===== config.mk =====
export PLATFORM = sky130hd
export DESIGN_NAME = pwr_seq_top
export DESIGN_NICKNAME = d
export VERILOG_FILES = /design/src/rtl/pwr_seq_pkg.sv /design/src/rtl/pwr_vreg_ctrl.sv /design/src/rtl/pwr_state_fsm.sv /design/src/rtl/pwr_clk_ctrl.sv /design/src/rtl/pwr_seq_top.sv
export SDC_FILE = /design/constraint.sdc
export NUM_CORES = 1
export LEC_CHECK = 0
export BUFFER_PORTS_ARGS = -buffer_cell sky130_fd_sc_hd__buf_2
export CAP_MARGIN = 20
export CORE_MARGIN = 2
export CORE_UTILIZATION = 42
export DETAILED_ROUTE_END_ITERATION = 8
export GPL_ROUTABILITY_DRIVEN = 0
export GPL_TIMING_DRIVEN = 0
export PLACE_DENSITY = 0.76
export SYNTH_ARGS = -nofsm -noshare
export SYNTH_HDL_FRONTEND = slang
export SYNTH_SLANG_ARGS = --single-unit

===== constraint.sdc =====
create_clock -name clk -period 1.6 [get_ports clk]
set_input_delay 0.08 -clock clk [delete_from_list [all_inputs] [get_ports clk]]
set_output_delay 0.08 -clock clk [all_outputs]
set_load 0.02 [all_outputs]

===== src/rtl/pwr_seq_pkg.sv =====
package pwr_seq_pkg;

    typedef enum logic [2:0] {
        ST_RUN    = 3'd0,
        ST_IDLE   = 3'd1,
        ST_SLEEP  = 3'd2,
        ST_SETTLE = 3'd3,
        ST_WAIT   = 3'd4,
        ST_FALLBK = 3'd5
    } pwr_state_e;

    typedef enum logic [1:0] {
        SRC_PRI = 2'd0,
        SRC_SEC = 2'd1,
        SRC_INT = 2'd2
    } clk_src_e;

    typedef enum logic [1:0] {
        VREG_HP  = 2'b00,
        VREG_LP  = 2'b01,
        VREG_OFF = 2'b10
    } vreg_e;

    typedef struct packed {
        vreg_e ldo;
        logic  ulp;
        logic  bg;
    } vreg_ctl_t;

    localparam int SRC_COUNT = 3;

    function automatic clk_src_e sel_decode(input logic [1:0] sel);
        case (sel)
            2'b00:   return SRC_PRI;
            2'b01:   return SRC_SEC;
            default: return SRC_INT;
        endcase
    endfunction

    function automatic logic [SRC_COUNT-1:0] src_onehot(input clk_src_e s);
        logic [SRC_COUNT-1:0] v;
        v = '0;
        v[s] = 1'b1;
        return v;
    endfunction

    // Active means some system oscillator is wanted (not sleep, not settle).
    function automatic logic osc_active(input pwr_state_e s);
        return (s == ST_RUN) || (s == ST_IDLE) || (s == ST_WAIT) || (s == ST_FALLBK);
    endfunction

endpackage


===== src/rtl/pwr_vreg_ctrl.sv =====
module pwr_vreg_ctrl
    import pwr_seq_pkg::*;
(
    input  logic       clk,
    input  logic       rst,
    input  logic       in_sleep,
    input  logic       wr_en,
    input  logic [1:0] wr_data,
    input  logic       clr,
    input  logic       hp_req,
    output logic [1:0] mode_q,
    output vreg_ctl_t  ctl,
    output logic       lp_sleep
);
    logic [1:0] mode_r;
    logic       hp_hold;
    logic       hp_any;

    always_ff @(posedge clk) begin
        if (rst) begin
            mode_r <= 2'b00;
        end else if (clr) begin
            mode_r <= 2'b00;
        end else if (wr_en) begin
            mode_r <= wr_data;
        end
    end

    // Sticky request: once seen during a sleep it holds until sleep ends.
    always_ff @(posedge clk) begin
        if (rst) begin
            hp_hold <= 1'b0;
        end else if (in_sleep) begin
            hp_hold <= hp_hold | hp_req;
        end else begin
            hp_hold <= 1'b0;
        end
    end

    assign hp_any = hp_hold | hp_req;

    always_comb begin
        ctl.ldo = VREG_HP;
        ctl.ulp = 1'b0;
        ctl.bg  = 1'b1;
        if (in_sleep) begin
            case (mode_r)
                2'b00: ctl.ldo = VREG_HP;
                2'b01: ctl.ldo = hp_any ? VREG_HP : VREG_LP;
                2'b10: begin
                    ctl.ldo = VREG_OFF;
                    ctl.ulp = 1'b1;
                end
                default: begin
                    ctl.ldo = VREG_OFF;
                    ctl.ulp = 1'b1;
                    ctl.bg  = 1'b0;
                end
            endcase
        end
    end

    assign lp_sleep = in_sleep && (ctl.ldo != VREG_HP);
    assign mode_q   = mode_r;

endmodule


===== src/rtl/pwr_state_fsm.sv =====
module pwr_state_fsm
    import pwr_seq_pkg::*;
#(
    parameter int SETTLE_CYC = 8
) (
    input  logic       clk,
    input  logic       rst,
    input  logic       sleep_req,
    input  logic       idle_en,
    input  logic       wake_any,
    input  logic       fast_start,
    input  logic       sel_rdy,
    input  logic       lp_sleep,
    output pwr_state_e state
);
    localparam int CW = (SETTLE_CYC > 1) ? $clog2(SETTLE_CYC) : 1;
    localparam logic [CW-1:0] CNT_LOAD = CW'(SETTLE_CYC - 1);

    pwr_state_e st_q, st_d;
    logic [CW-1:0] cnt_q, cnt_d;
    pwr_state_e handoff;

    assign handoff = fast_start ? ST_FALLBK : ST_WAIT;

    always_comb begin
        st_d  = st_q;
        cnt_d = cnt_q;
        case (st_q)
            ST_RUN: begin
                if (sleep_req) st_d = idle_en ? ST_IDLE : ST_SLEEP;
            end
            ST_IDLE: begin
                if (wake_any) st_d = ST_RUN;
            end
            ST_SLEEP: begin
                if (wake_any) begin
                    if (lp_sleep) begin
                        st_d  = ST_SETTLE;
                        cnt_d = CNT_LOAD;
                    end else begin
                        st_d = handoff;
                    end
                end
            end
            ST_SETTLE: begin
                if (cnt_q == '0) st_d = handoff;
                else             cnt_d = cnt_q - 1'b1;
            end
            ST_WAIT, ST_FALLBK: begin
                if (sel_rdy) st_d = ST_RUN;
            end
            default: st_d = ST_RUN;
        endcase
    end

    always_ff @(posedge clk) begin
        if (rst) begin
            st_q  <= ST_RUN;
            cnt_q <= '0;
        end else begin
            st_q  <= st_d;
            cnt_q <= cnt_d;
        end
    end

    assign state = st_q;

endmodule


===== src/rtl/pwr_clk_ctrl.sv =====
module pwr_clk_ctrl
    import pwr_seq_pkg::*;
(
    input  pwr_state_e           state,
    input  logic [1:0]           clk_sel,
    input  logic                 pri_rdy,
    input  logic                 sec_rdy,
    input  logic                 int_rdy,
    input  logic                 wdt_en,
    input  logic                 sec_keep,
    output logic                 sel_rdy,
    output logic                 core_en,
    output logic [SRC_COUNT-1:0] stat,
    output logic                 pri_en,
    output logic                 sec_en,
    output logic                 int_en,
    output logic                 lf_en
);
    clk_src_e sel;
    logic     act;
    logic [SRC_COUNT-1:0] rdy_vec;

    assign sel     = sel_decode(clk_sel);
    assign act     = osc_active(state);
    assign rdy_vec = {int_rdy, sec_rdy, pri_rdy};
    assign sel_rdy = rdy_vec[sel];

    always_comb begin
        core_en = 1'b0;
        stat    = '0;
        case (state)
            ST_RUN: begin
                core_en = 1'b1;
                stat    = src_onehot(sel);
            end
            ST_IDLE:   stat = src_onehot(sel);
            ST_FALLBK: begin
                core_en = 1'b1;
                stat    = src_onehot(SRC_INT);
            end
            default: ;
        endcase
    end

    assign pri_en = act && (sel == SRC_PRI);
    assign sec_en = sec_keep || (act && (sel == SRC_SEC));
    assign int_en = (act && (sel == SRC_INT)) || (state == ST_FALLBK);
    assign lf_en  = wdt_en;

endmodule


===== src/rtl/pwr_seq_top.sv =====
module pwr_seq_top
    import pwr_seq_pkg::*;
#(
    parameter int SETTLE_CYC = 8
) (
    input  logic       clk,
    input  logic       rst,
    input  logic       sleep_req,
    input  logic       idle_en,
    input  logic [1:0] clk_sel,
    input  logic       wake_irq,
    input  logic       wake_rst,
    input  logic       wake_wdt,
    input  logic       osc_pri_rdy,
    input  logic       osc_sec_rdy,
    input  logic       osc_int_rdy,
    input  logic       two_speed_en,
    input  logic       failsafe_en,
    input  logic       wdt_en,
    input  logic       sec_keep,
    input  logic       hp_req,
    input  logic       mode_wr,
    input  logic [1:0] mode_wdata,
    output logic [7:0] mode_rdata,
    output logic       core_clk_en,
    output logic [2:0] src_stat,
    output logic       osc_pri_en,
    output logic       osc_sec_en,
    output logic       osc_int_en,
    output logic       osc_lf_en,
    output logic [1:0] vreg_mode,
    output logic       ulp_on,
    output logic       bg_on
);
    pwr_state_e state;
    vreg_ctl_t  vctl;
    logic [1:0] mode_q;
    logic       lp_sleep;
    logic       sel_rdy;
    logic       wake_any;
    logic       in_sleep;

    assign wake_any = wake_irq | wake_rst | wake_wdt;
    assign in_sleep = (state == ST_SLEEP);

    pwr_vreg_ctrl u_vreg (
        .clk      (clk),
        .rst      (rst),
        .in_sleep (in_sleep),
        .wr_en    (mode_wr),
        .wr_data  (mode_wdata),
        .clr      (wake_rst),
        .hp_req   (hp_req),
        .mode_q   (mode_q),
        .ctl      (vctl),
        .lp_sleep (lp_sleep)
    );

    pwr_clk_ctrl u_clk (
        .state    (state),
        .clk_sel  (clk_sel),
        .pri_rdy  (osc_pri_rdy),
        .sec_rdy  (osc_sec_rdy),
        .int_rdy  (osc_int_rdy),
        .wdt_en   (wdt_en),
        .sec_keep (sec_keep),
        .sel_rdy  (sel_rdy),
        .core_en  (core_clk_en),
        .stat     (src_stat),
        .pri_en   (osc_pri_en),
        .sec_en   (osc_sec_en),
        .int_en   (osc_int_en),
        .lf_en    (osc_lf_en)
    );

    pwr_state_fsm #(.SETTLE_CYC(SETTLE_CYC)) u_fsm (
        .clk        (clk),
        .rst        (rst),
        .sleep_req  (sleep_req),
        .idle_en    (idle_en),
        .wake_any   (wake_any),
        .fast_start (two_speed_en | failsafe_en),
        .sel_rdy    (sel_rdy),
        .lp_sleep   (lp_sleep),
        .state      (state)
    );

    assign mode_rdata = {6'b0, mode_q};
    assign vreg_mode  = vctl.ldo;
    assign ulp_on     = vctl.ulp;
    assign bg_on      = vctl.bg;

endmodule


==> run summary <==
run status: finished, final reports clean
Leakage: 0.435 nW
Root Driver: clkbuf_4
top_reg_cell synth: dfxtp_1
Async S/R FF share, synth: 0
first-pass GRT wire length: 2540 um
Via-to-Cell Ratio: 5.10
H-tree depth: 1
Critical Path RT: 1.80 ns
CTS sink count: 9
total vias in the final route: 734
n_diodes: 0
Max FO, Critical Path: 3
met2 WL: 706 um
Iteration-0 DRC Markers: 15
CTS tree: built
design area: 921 um^2
RSZ-0062 raised after global routing: false
IO Count: 40
Max IR drop VDD: 0.000552 V
final max-slew violation count: 0
Post-Route Setup TNS: 0 ns
ranking of synthesized cells by area: dfxtp_1 26%, buf_4 8.8%, a21oi_1 6.6%
number of synthesized flops with an enable pin: 0
Setup crit end kind: register
Arr. time, crit path: 1.70 ns
Die ar.: 1970 um^2
post-DP HPWL: 1220 um
wire per inst: 10.6 um
Layout area overhead: 34.3%
period utilization: 0.939
share of the synthesized area in the top cell type: 0.263
First-pass DRT Iterations: 4
share of cells above drive strength 1: 0.398
Worst-Margin Slew: 0.567 ns
Die H: 44.4 um
Routed met1 length: 688 um
vias in the first global route: 614
Tot GR Track Use: 0.172
Hold Crit Class: in2reg
GRT overflow: 0
Synth warnings: 0
Pwr Density: 780 nW/um^2
met3 WL post-DR: 100 um
Worst Skew: 0.00424 ns
number of routed nets with antenna violations: 0
routed wire length: 1530 um
Hold Buf Count CTS: 0
Yosys cell types: 34
WS Path Type: reg2reg
Highest Signal Layer: met4
# port buffers: 31
maxcap violations: 0
Rows: 14
detailed-route DRC error count: 0
Clock Path Buffers: 2
Seq/Total Area, Yosys: 0.263
synthesized area per cell: 7.70 um^2
minimum clock period: 1.50 ns
Initial Util: 0.450
CTS buffer count: 3
clk_lat worst skew: 0.27 ns
mapped cell area: 686 um^2
synth cell count leaders: 9 x a21oi_1, 9 x dfxtp_1, 9 x nor2_1
Fmax: 0.665 GHz
largest net degree at the start of global routing: 11
Die W: 44.4 um
Yosys top cell by area: dfxtp_1
Fin Hold WS: 0.0185 ns
core area: 1520 um^2
Final #Nets: 151
R2R Setup Slk: 0.1 ns
post_cts resized: 0
max_slew headroom: 0.619
CP startpoint kind: register
final setup vio count: 0
initial antenna violation count: 0
# Post-CTS Setup Buffers: 0
CTS clk-pin slew, worst paths: 0.06 ns
Hold Fails Final Rpt: 0
area post-placement: 880 um^2
flops & latches, synth: 9
Gate Count Post-Synth: 89
==> layout make-up <==
type	count	area (um^2)
repair buffers	31	155
plain buffers	12	87.6
fillers	152	603
well taps	16	20.0
multi-input cells	68	437
clock buffers	4	26.3
inverters	4	15.0
flip-flops and latches	9	180
==> path summary, 6_finish.rpt <==
path                  startpoint               end  depth (start not counted)
setup / recovery  u_fsm.cnt_q[0]    u_fsm.state[1]                          7
hold reg to reg   u_fsm.cnt_q[0]    u_fsm.cnt_q[0]                          1
setup reg to reg  u_fsm.cnt_q[0]    u_fsm.state[1]                          7
hold / removal          wake_rst  u_vreg.mode_q[0]                          2
==> metal layers <==
layer | up-vias | global-route usage
met4 | 0 | 0.0909
met1 | 319 | 0.209
li1 | 379 | -
met2 | 31 | 0.300
met3 | 5 | 0.0122
met5 | - | 0
==> critical path, cell delays in order, from the launching register on <==
cell and delay, ns:
dfxtp_1 0.33, inv_1 0.08, ha_1 0.16, nand2b_1 0.08, a31oi_1 0.17, nand3b_1 0.12
or3_1 0.36, a21oi_1 0.13
==> power breakdown <==
part           internal (W)  switching, W
Sequential         0.000239     0.0000141
Clock             0.0000965     0.0000858
Combinational      0.000125      0.000158
==> registers in the layout, summed over array words and instances, names as in the netlist <==
signal,count
u_vreg.mode_q,2
u_fsm.state,3
u_vreg.hp_hold,1
u_fsm.cnt_q,3
==> layout by cell type, fill, tap and decap left out, types with 6 or more instances in the layout <==
master / synthesis / layout
buf_2: 2 / 32
buf_4: 8 / 8
conb_1: 1 / 6
nor2_1: 9 / 8
a21oi_1: 9 / 9
nor3_1: 7 / 7
dfxtp_1: 9 / 9
==> kinds of logic (layout without fill, tap and decap cells) <==
group,after synthesis,after routing,synth area share
other,1,6,0.00547
buffers and inverters,17,51,0.151
adder cells (fa/ha/maj),2,2,0.0365
flip-flops,9,9,0.263
AND/OR/NAND/NOR,36,36,0.285
multiplexers,5,5,0.0748
AO/OA/AOI/OAI,19,19,0.184
==> through the flow <==
step / setup slack [ns] / cells / total power (W) / util
after floorplan: 0.0950 / 94 / 0.000458 / -
after global placement: 0.125 / 141 / 0.000527 / 0.577
after detailed placement: 0.0755 / 141 / 0.000534 / 0.577
after CTS: 0.0390 / 145 / 0.000713 / 0.594
after global routing: 0.0167 / 144 / 0.000761 / 0.604
final: 0.0972 / 144 / 0.000718 / 0.604
Note: power is estimated with default switching activity, not from simulation.
